## src/rtl/xfetch_pkg.sv

```systemverilog
package xfetch_pkg;
  typedef enum logic [2:0] {
    PH_IDLE,
    PH_ADDR,
    PH_HOLD,
    PH_FLOAT,
    PH_SAMP
  } xphase_e;
endpackage

```

## src/rtl/code_rom.sv

```systemverilog
module code_rom #(
  parameter int AW      = 8,
  parameter int DW      = 8,
  parameter int MUL     = 29,
  parameter int ADD     = 8'h4B
) (
  input  logic          clk,
  input  logic          en,
  input  logic [AW-1:0] addr,
  output logic [DW-1:0] q
);
  localparam int DEPTH = 1 << AW;

  logic [DW-1:0] mem [DEPTH];

  initial begin
    for (int i = 0; i < DEPTH; i++) mem[i] = DW'(i * MUL + ADD);
  end

  always_ff @(posedge clk) begin
    if (en) q <= mem[addr];
  end
endmodule

```

## src/rtl/xbus_seq.sv

```systemverilog
module xbus_seq
  import xfetch_pkg::*;
#(
  parameter int AW = 16,
  parameter int DW = 8,
  localparam int HW = AW - DW
) (
  input  logic          clk,
  input  logic          rst,
  input  logic          start,
  input  logic [AW-1:0] addr,
  output logic          done,
  output logic [DW-1:0] data,
  output logic [DW-1:0] ad_out,
  output logic          ad_oe,
  input  logic [DW-1:0] ad_in,
  output logic [HW-1:0] ahi_out,
  output logic          ahi_oe,
  output logic          ale,
  output logic          psen_n
);
  xphase_e ph;

  always_ff @(posedge clk) begin
    if (rst) begin
      ph      <= PH_IDLE;
      ad_out  <= '0;
      ad_oe   <= 1'b0;
      ahi_out <= '0;
      ahi_oe  <= 1'b0;
      ale     <= 1'b0;
      psen_n  <= 1'b1;
    end else begin
      unique case (ph)
        PH_IDLE: if (start) begin
          ph      <= PH_ADDR;
          ad_out  <= addr[DW-1:0];
          ad_oe   <= 1'b1;
          ahi_out <= addr[AW-1:DW];
          ahi_oe  <= 1'b1;
          ale     <= 1'b1;
        end
        PH_ADDR: begin
          ph  <= PH_HOLD;
          ale <= 1'b0;
        end
        PH_HOLD: begin
          ph     <= PH_FLOAT;
          ad_oe  <= 1'b0;
          psen_n <= 1'b0;
        end
        PH_FLOAT: ph <= PH_SAMP;
        PH_SAMP: begin
          ph     <= PH_IDLE;
          psen_n <= 1'b1;
          ahi_oe <= 1'b0;
        end
        default: ph <= PH_IDLE;
      endcase
    end
  end

  assign done = (ph == PH_SAMP);
  assign data = ad_in;

  assert_ale_addr_R4: assert property (@(posedge clk) disable iff (rst)
    ale |-> (ad_oe && ahi_oe));
  assert_ale_before_float_R5: assert property (@(posedge clk) disable iff (rst)
    $fell(ad_oe) |-> !$past(ale));
  assert_read_float_R6: assert property (@(posedge clk) disable iff (rst)
    !psen_n |-> (!ad_oe && ahi_oe && !ale));
endmodule

```

## src/rtl/code_fetch_if.sv

```systemverilog
module code_fetch_if #(
  parameter int ADDR_W = 16,
  parameter int DATA_W = 8,
  parameter int ROM_AW = 8,
  localparam int HI_W  = ADDR_W - DATA_W
) (
  input  logic              clk,
  input  logic              rst,
  input  logic              int_sel,
  input  logic              req_valid,
  input  logic [ADDR_W-1:0] req_addr,
  output logic              req_ready,
  output logic              rsp_valid,
  output logic [DATA_W-1:0] rsp_data,
  output logic [DATA_W-1:0] ad_out,
  output logic              ad_oe,
  input  logic [DATA_W-1:0] ad_in,
  output logic [HI_W-1:0]   ahi_out,
  output logic              ahi_oe,
  output logic              ale,
  output logic              psen_n
);
  logic busy, ipend, accept, x_done;
  logic [DATA_W-1:0] rom_q, x_data;

  assign accept    = req_valid && !busy;
  assign req_ready = !busy;

  code_rom #(.AW(ROM_AW), .DW(DATA_W)) u_rom (
    .clk  (clk),
    .en   (accept && int_sel),
    .addr (req_addr[ROM_AW-1:0]),
    .q    (rom_q)
  );

  xbus_seq #(.AW(ADDR_W), .DW(DATA_W)) u_seq (
    .clk     (clk),
    .rst     (rst),
    .start   (accept && !int_sel),
    .addr    (req_addr),
    .done    (x_done),
    .data    (x_data),
    .ad_out  (ad_out),
    .ad_oe   (ad_oe),
    .ad_in   (ad_in),
    .ahi_out (ahi_out),
    .ahi_oe  (ahi_oe),
    .ale     (ale),
    .psen_n  (psen_n)
  );

  always_ff @(posedge clk) begin
    if (rst) begin
      busy      <= 1'b0;
      ipend     <= 1'b0;
      rsp_valid <= 1'b0;
      rsp_data  <= '0;
    end else begin
      rsp_valid <= ipend || x_done;
      if (ipend)       rsp_data <= rom_q;
      else if (x_done) rsp_data <= x_data;
      ipend <= accept && int_sel;
      if (accept)                busy <= 1'b1;
      else if (ipend || x_done)  busy <= 1'b0;
    end
  end

  assert_int_quiet_R7: assert property (@(posedge clk) disable iff (rst)
    ipend |-> (psen_n && !ale && !ad_oe && !ahi_oe));
  assert_pulse_R8: assert property (@(posedge clk) disable iff (rst)
    rsp_valid |=> !rsp_valid);
  assert_hold_busy_R8: assert property (@(posedge clk) disable iff (rst)
    (!req_ready && !ipend && !x_done) |=> !req_ready);
  assert_reset_idle_R9: assert property (@(posedge clk)
    rst |=> (psen_n && !ale && !ad_oe && !rsp_valid && req_ready));
endmodule

```

## config.mk

```make
export PLATFORM = sky130hd
export DESIGN_NAME = code_fetch_if
export DESIGN_NICKNAME = d
export VERILOG_FILES = /design/src/rtl/xfetch_pkg.sv /design/src/rtl/code_rom.sv /design/src/rtl/xbus_seq.sv /design/src/rtl/code_fetch_if.sv
export SDC_FILE = /design/constraint.sdc
export NUM_CORES = 1
export LEC_CHECK = 0
export BUFFER_PORTS_ARGS = -buffer_cell sky130_fd_sc_hd__buf_4
export CAP_MARGIN = 20
export CORE_UTILIZATION = 25
export CTS_CLUSTER_SIZE = 16
export DETAILED_ROUTE_END_ITERATION = 12
export PLACE_DENSITY_LB_ADDON = 0.2
export SYNTH_ARGS = -nofsm -noshare
export SYNTH_HDL_FRONTEND = slang
export SYNTH_SLANG_ARGS = --single-unit
```

## constraint.sdc

```tcl
create_clock -name clk -period 2.74 [get_ports clk]
set_input_delay 0.137 -clock clk [delete_from_list [all_inputs] [get_ports clk]]
set_output_delay 0.137 -clock clk [all_outputs]
set_load 0.05 [all_outputs]
```

==> results of run 1 <==
flip-flops by register name, summed over array words and instances (netlist names):
name / flops
rsp_data: 8
u_seq.ad_oe: 1
u_rom.q: 8
ipend: 1
u_seq.ad_out: 8
u_seq.ahi_out: 8
rsp_valid: 1
u_seq.ph: 3
busy: 1
u_seq.psen_n: 1
u_seq.ahi_oe: 1
u_seq.ale: 1
cell usage in the layout (no fill, tap or decap), types with 4 or more instances in the layout:
cell type and n:
a21oi_1 37, nor2b_1 8, mux2i_1 9, dfxtp_1 34
clkbuf_8 5, ha_1 9, nand2_1 43, nand2b_1 6
nor2_1 23, o31ai_1 4, inv_1 7, o221ai_1 4
o21ai_0 9, buf_4 58, a211oi_1 11, edfxtp_1 8
power by group through the flow:
| stage | combinational (mW) | sequential (mW) | clock (mW) |
|---|---|---|---|
| detailed placement | 0.394 | 0.703 | 0 |
| CTS | 0.396 | 0.689 | 0.408 |
| global placement | 0.396 | 0.702 | 0 |
| finish | 0.394 | 0.688 | 0.388 |
| floorplan | 0.204 | 0.782 | 0 |
| global route | 0.432 | 0.694 | 0.430 |
cells by family after synthesis:
| group | after synthesis | share of synthesized area, % |
|---|---|---|
| DFF | 42 | 37.6 |
| AOI/OAI and AO/OA | 95 | 25.7 |
| buffers and inverters | 36 | 7.72 |
| and+or+nand+nor | 100 | 19.5 |
| muxes | 10 | 4.14 |
| xor gates and xnor gates | 2 | 0.716 |
| adders and majority gates | 9 | 4.60 |
final cells by class:
class                           count  area (sq um)  area share, %
Clock buffer                        6          72.6           2.43
Inverter                           10          51.3           1.71
Clock inverter                      2          13.8          0.460
Multi-Input combinational cell    216          1340           44.7
Sequential cell                    42           921           30.8
Timing Repair Buffer               58           435           14.6
Tap cell                          129           161           5.40
worst max path at each step:
| stage | to | start | cells after the start |
|---|---|---|---|
| after global routing | u_seq.ad_out[5] | u_seq.ph[2] | 4 |
| after global placement | u_rom.q[7] | req_addr[2] | 8 |
| after floorplan | u_rom.q[7] | req_addr[0] | 9 |
| final | u_rom.q[7] | req_addr[2] | 8 |
| after CTS | u_seq.ad_out[2] | u_seq.ph[2] | 4 |
| after detailed placement | u_rom.q[7] | req_addr[2] | 8 |
worst max-delay path, stage by stage:
cell and delay [ns]:
buf_4 0.29, bufinv_8 0.27, ha_1 0.31, nand3b_1 0.10, o211ai_2 0.11, a21oi_1 0.05
or3_1 0.31, a221o_1 0.30
metal layers:
metal	track usage (%)	vias up
met1	17.9	1014
met5	0	-
met2	19.1	70
met3	2.22	4
li1	-	1130
met4	4.57	0
per-stage QoR:
stage	power, mW	hold WS [ns]	worst slack [ns]
2_1_floorplan	0.986	0.273	0.692
3_3_place_gp	1.10	0.385	0.633
3_5_place_dp	1.10	0.396	0.609
4_1_cts	1.49	0.0745	0.910
5_1_grt	1.56	0.0790	0.764
6_report	1.47	0.0861	0.900
==> impl_metrics.py, run 1 <==
metrics = {
    "status": {
        "status": "finished clean",
    },
    "power_and_ir_drop": {
        "peakVddDrop_mv": 0.197,
        "power.leakage_nw": 1.16,
        "power_frac_seq_pct": 46.8,
        "power.share.combinational_pct": 26.8,
        "swShare_pct": 32.7,
        "cellPowerDensity_nw_per_um2": 492,
        "p_int_uw": 989,
        "clkPwrFrac_pct": 26.4,
        "switchingPower_uw": 482,
    },
    "floorplanning": {
        "dieHeight_um": 101,
        "dieArea_sq_um": 10200,
        "start_util_pct": 26.1,
        "coreArea_sq_um": 9370,
        "fp-row-count": 35,
        "chipWidth_um": 101,
        "pin_count": 58,
    },
    "synthesis": {
        "synth.area.top_cells": "dfxtp_1 28%, edfxtp_1 9.8%, a21oi_1 7.6%, nand2_1 6.6%, ha_1 4.6%",
        "synth_edf_count": 8,
        "syn-num-nets": 331,
        "yosys.area.top_type": "dfxtp_1",
        "ys.flop_type": "dfxtp_1",
        "async_flop_share_pct": 0,
        "synth_most_common_cell": "nand2_1",
        "seq_area_frac_synth_pct": 37.6,
        "synth.distinct_cells": 56,
        "synth-warning-count": 0,
        "netlist_area_sq_um": 2450,
        "syn_inst": 294,
        "ys_seq_elements": 42,
        "synth_common_cells": "43 x nand2_1, 37 x a21oi_1, 34 x dfxtp_1",
        "syn_avg_cell_area_sq_um": 8.32,
        "synth.top_cell.area_share_pct": 27.8,
    },
    "sta": {
        "rsz0062_at_grt": "no",
        "worstMarginPinSlew_ns": 0.852,
        "fmax_mhz": 543,
        "period_share_pct": 67.2,
        "tns_ns": 0,
        "final_max_slew_viol_count": 0,
        "relSlewSlack_pct": 42.8,
        "setup_viol": 0,
        "skew_ns": 0.0117,
        "hold_violations": 0,
        "period_needed_ns": 1.84,
    },
    "global_routing": {
        "grt_pass1_vias": 2000,
        "grt_max_degree": 36,
        "grtUsageTotal_pct": 12.6,
        "gr-total-overflow": 0,
        "grt_pass1_wl_mm": 10.2,
        "antenna_found_initial": 0,
    },
    "place": {
        "hpwlAfterDp_mm": 4.40,
        "placed_cells": 455,
        "port_buffers": 57,
        "place.gp.congestion": 0.896,
        "placed_cell_area_sq_um": 2910,
    },
    "worst_setup_path": {
        "reg2reg_to": "u_seq.ahi_out[4]",
        "worstPathRequired_ns": 2.77,
        "critPathCaptureType": "flop",
        "r2r_setup_slack_ns": 0.93,
        "timing.rr.start": "u_seq.ph[2]",
        "criticalPathCategory": "input pin to flop",
        "path_max_fanout": 35,
        "worstPathArrival_ns": 1.87,
        "start_kind": "input pin",
        "r2r_cells": 4,
    },
    "finish": {
        "syn2layout_area_growth_pct": 22.3,
        "stdcell_area_sq_um": 2990,
        "fin_cells": 463,
        "finalNetCount": 370,
        "layout-drive-gt1-share_pct": 21.9,
        "fillCellCount": 1024,
        "fin_util_pct": 31.9,
        "diodes": 0,
    },
    "route": {
        "dr.max_layer_used": "met4",
        "vias": 2218,
        "wirelength_mm": 6.21,
        "m1WireLength_mm": 2.92,
        "wl_met3_um": 354,
        "firstDrtPassIters": 4,
        "met2_length_mm": 2.89,
        "ant_nets": 0,
        "drt-vias-per-instance": 4.79,
        "wl_per_cell_um": 13.4,
        "drc": 0,
        "drt-initial-drc-count": 156,
    },
    "cts": {
        "path_clk_slew_ns": 0.08,
        "cts_tree": "built",
        "numCtsBuffers": 5,
        "clk-insertion-delay-late_ns": 0.29,
        "clock_sinks": 42,
        "cts_hold_buf": 0,
        "cts-root-buf": "clkbuf_8",
        "cts_resized": 0,
        "postCtsSetupBuffers": 0,
        "cts_buffer_depth": 2,
        "cts_htree_levels": 2,
    },
    "worst_hold_path": {
        "holdPathStages": 3,
        "whs_endpoint": "u_seq.ahi_out[3]",
        "min_from": "req_addr[11]",
        "worstHoldPathType": "input pin to flop",
    },
    "run": {
        "maxCapViolCount": 0,
    },
}
No activity file was read; power rests on OpenSTA's default activity.
==> run 2: changes to the inputs <==
==> constraint.sdc (replaced) <==
create_clock -name clk -period 1.66 [get_ports clk]
set_input_delay 0.083 -clock clk [delete_from_list [all_inputs] [get_ports clk]]
set_output_delay 0.083 -clock clk [all_outputs]
set_load 0.05 [all_outputs]
==> impl_metrics.py, run 2 (synthesis gave the netlist of run 1 again) <==
metrics = {
    "status": {
        "status": "finished clean",
    },
    "place": {
        "port_buffers": 57,
        "place.gp.congestion": 0.851,
        "hpwlAfterDp_mm": 5.10,
        "placed_cell_area_sq_um": 3230,
    },
    "floorplanning": {
        "chipWidth_um": 101,
        "fp-row-count": 35,
        "start_util_pct": 26.1,
        "dieArea_sq_um": 10200,
        "dieHeight_um": 101,
        "coreArea_sq_um": 9370,
        "pin_count": 58,
    },
    "worst_setup_path": {
        "max_stage_delay_ns": 0.34,
        "path_max_fanout": 6,
        "worstPathRequired_ns": 1.71,
        "cp_num_buf_inv": 1,
        "timing.rr.start": "u_seq.ph[2]",
        "worstPathArrival_ns": 1.57,
        "crit_chain": "buf_4 > ha_1 > and2b_1 > nor2_1 > o31a_1 > or3_1 > a221o_1",
        "criticalPathCategory": "input pin to flop",
        "start_kind": "input pin",
        "critPathSlowestCell": "or3_1",
        "reg2reg_to": "u_seq.ahi_out[5]",
        "r2r_setup_slack_ns": 0.15,
        "r2r_cells": 5,
        "cp_top_family": "simple AND/OR/NAND/NOR gates",
        "critPathCaptureType": "flop",
    },
    "power_and_ir_drop": {
        "cellPowerDensity_nw_per_um2": 767,
        "peakVddDrop_mv": 0.335,
        "power.leakage_nw": 1.36,
    },
    "cts": {
        "clock_sinks": 42,
        "cts-root-buf": "clkbuf_8",
        "postCtsSetupBuffers": 0,
        "numCtsBuffers": 5,
        "cts_tree": "built",
        "cts_hold_buf": 0,
        "cts_resized": 0,
        "path_clk_slew_ns": 0.09,
        "cts_htree_levels": 2,
        "clk-insertion-delay-late_ns": 0.30,
        "cts_buffer_depth": 2,
    },
    "sta": {
        "tns_ns": 0,
        "relSlewSlack_pct": 67.7,
        "hold_violations": 0,
        "setup_viol": 0,
        "worstMarginPinSlew_ns": 0.484,
        "period_share_pct": 91.2,
        "skew_ns": 0.00986,
        "fmax_mhz": 660,
        "final_max_slew_viol_count": 0,
        "period_needed_ns": 1.51,
        "rsz0062_at_grt": "no",
    },
    "global_routing": {
        "grt_pass1_wl_mm": 10.6,
        "grt_pass1_vias": 2106,
        "antenna_found_initial": 0,
        "grtUsageTotal_pct": 13.2,
        "grt_max_degree": 35,
        "gr-total-overflow": 0,
    },
    "worst_hold_path": {
        "worstHoldPathType": "input pin to flop",
        "holdPathStages": 3,
        "min_from": "req_addr[10]",
        "whs_endpoint": "u_seq.ahi_out[2]",
    },
    "finish": {
        "final_cell_mix": "98 x buf_4, 42 x nand2_1, 37 x a21oi_1",
        "layout-drive-gt1-share_pct": 31.8,
        "diodes": 0,
        "stdcell_area_sq_um": 3310,
        "syn2layout_area_growth_pct": 35.4,
        "final_common_cell": "buf_4",
        "finalNetCount": 410,
    },
    "route": {
        "drt-vias-per-instance": 4.81,
        "ant_nets": 0,
        "firstDrtPassIters": 4,
        "drc": 0,
        "vias": 2417,
        "wirelength_mm": 6.70,
        "drt-initial-drc-count": 101,
        "wl_per_cell_um": 13.3,
    },
    "run": {
        "maxCapViolCount": 0,
    },
}
## run 2: changes by cell type in the layout (fill, tap and decap cells not counted), sizes merged
cell	before	now
buf	58	98
inv	9	8
clkinvlp	0	1
## run 2: how the worst max path moves through the flow
stage | start | end | cells past startpoint
2_1_floorplan | req_addr[1] | u_rom.q[7] | 9
3_3_place_gp | req_addr[0] | u_rom.q[7] | 8
3_5_place_dp | req_addr[1] | u_rom.q[7] | 7
4_1_cts | req_addr[1] | u_rom.q[7] | 7
5_1_grt | u_seq.ph[0] | rsp_data[2] | 5
6_report | req_addr[1] | u_rom.q[7] | 7
## run 2: stage by stage
stage | instances | total power, mW | utilization [%] | hold WS (ns) | setup WS, ns
floorplan | 294 | 1.64 | - | 0.219 | -0.0330
global placement | 495 | 1.91 | 34.4 | 0.333 | -0.132
detailed placement | 495 | 1.91 | 34.4 | 0.343 | -0.183
CTS | 503 | 2.57 | 35.4 | 0.0165 | 0.148
global route | 503 | 2.67 | 35.4 | 0.0325 | 0.00658
finish | 503 | 2.54 | 35.4 | 0.0251 | 0.146
## run 2: final cells by class
| type | instances | area (sq um) |
|---|---|---|
| clock buffer | 6 | 72.6 |
| multi-input combinational | 216 | 1350 |
| inverter | 10 | 60.1 |
| clock inverter | 2 | 13.8 |
| timing repair buffer | 98 | 736 |
| sequential | 42 | 921 |
| fill | 1006 | 6060 |
| tap | 129 | 161 |
## run 2: power by group
group	switching (mW)	internal, mW
clock	0.358	0.297
sequential	0.0328	1.10
combinational	0.442	0.309
total	0.833	1.71
## run 2: per-layer routing
layer	track usage [%]	part of all wire (%)	vias to the layer above
met2	20.8	45	80
met5	0	0	-
met1	18.4	48	1117
met4	3.34	1.0	0
li1	-	-	1211
met3	2.77	6.5	9
## run 2: worst min-delay path, cell delays in order
cell and delay (ns):
buf_4 0.11, nand2_1 0.05, a21oi_1 0.05
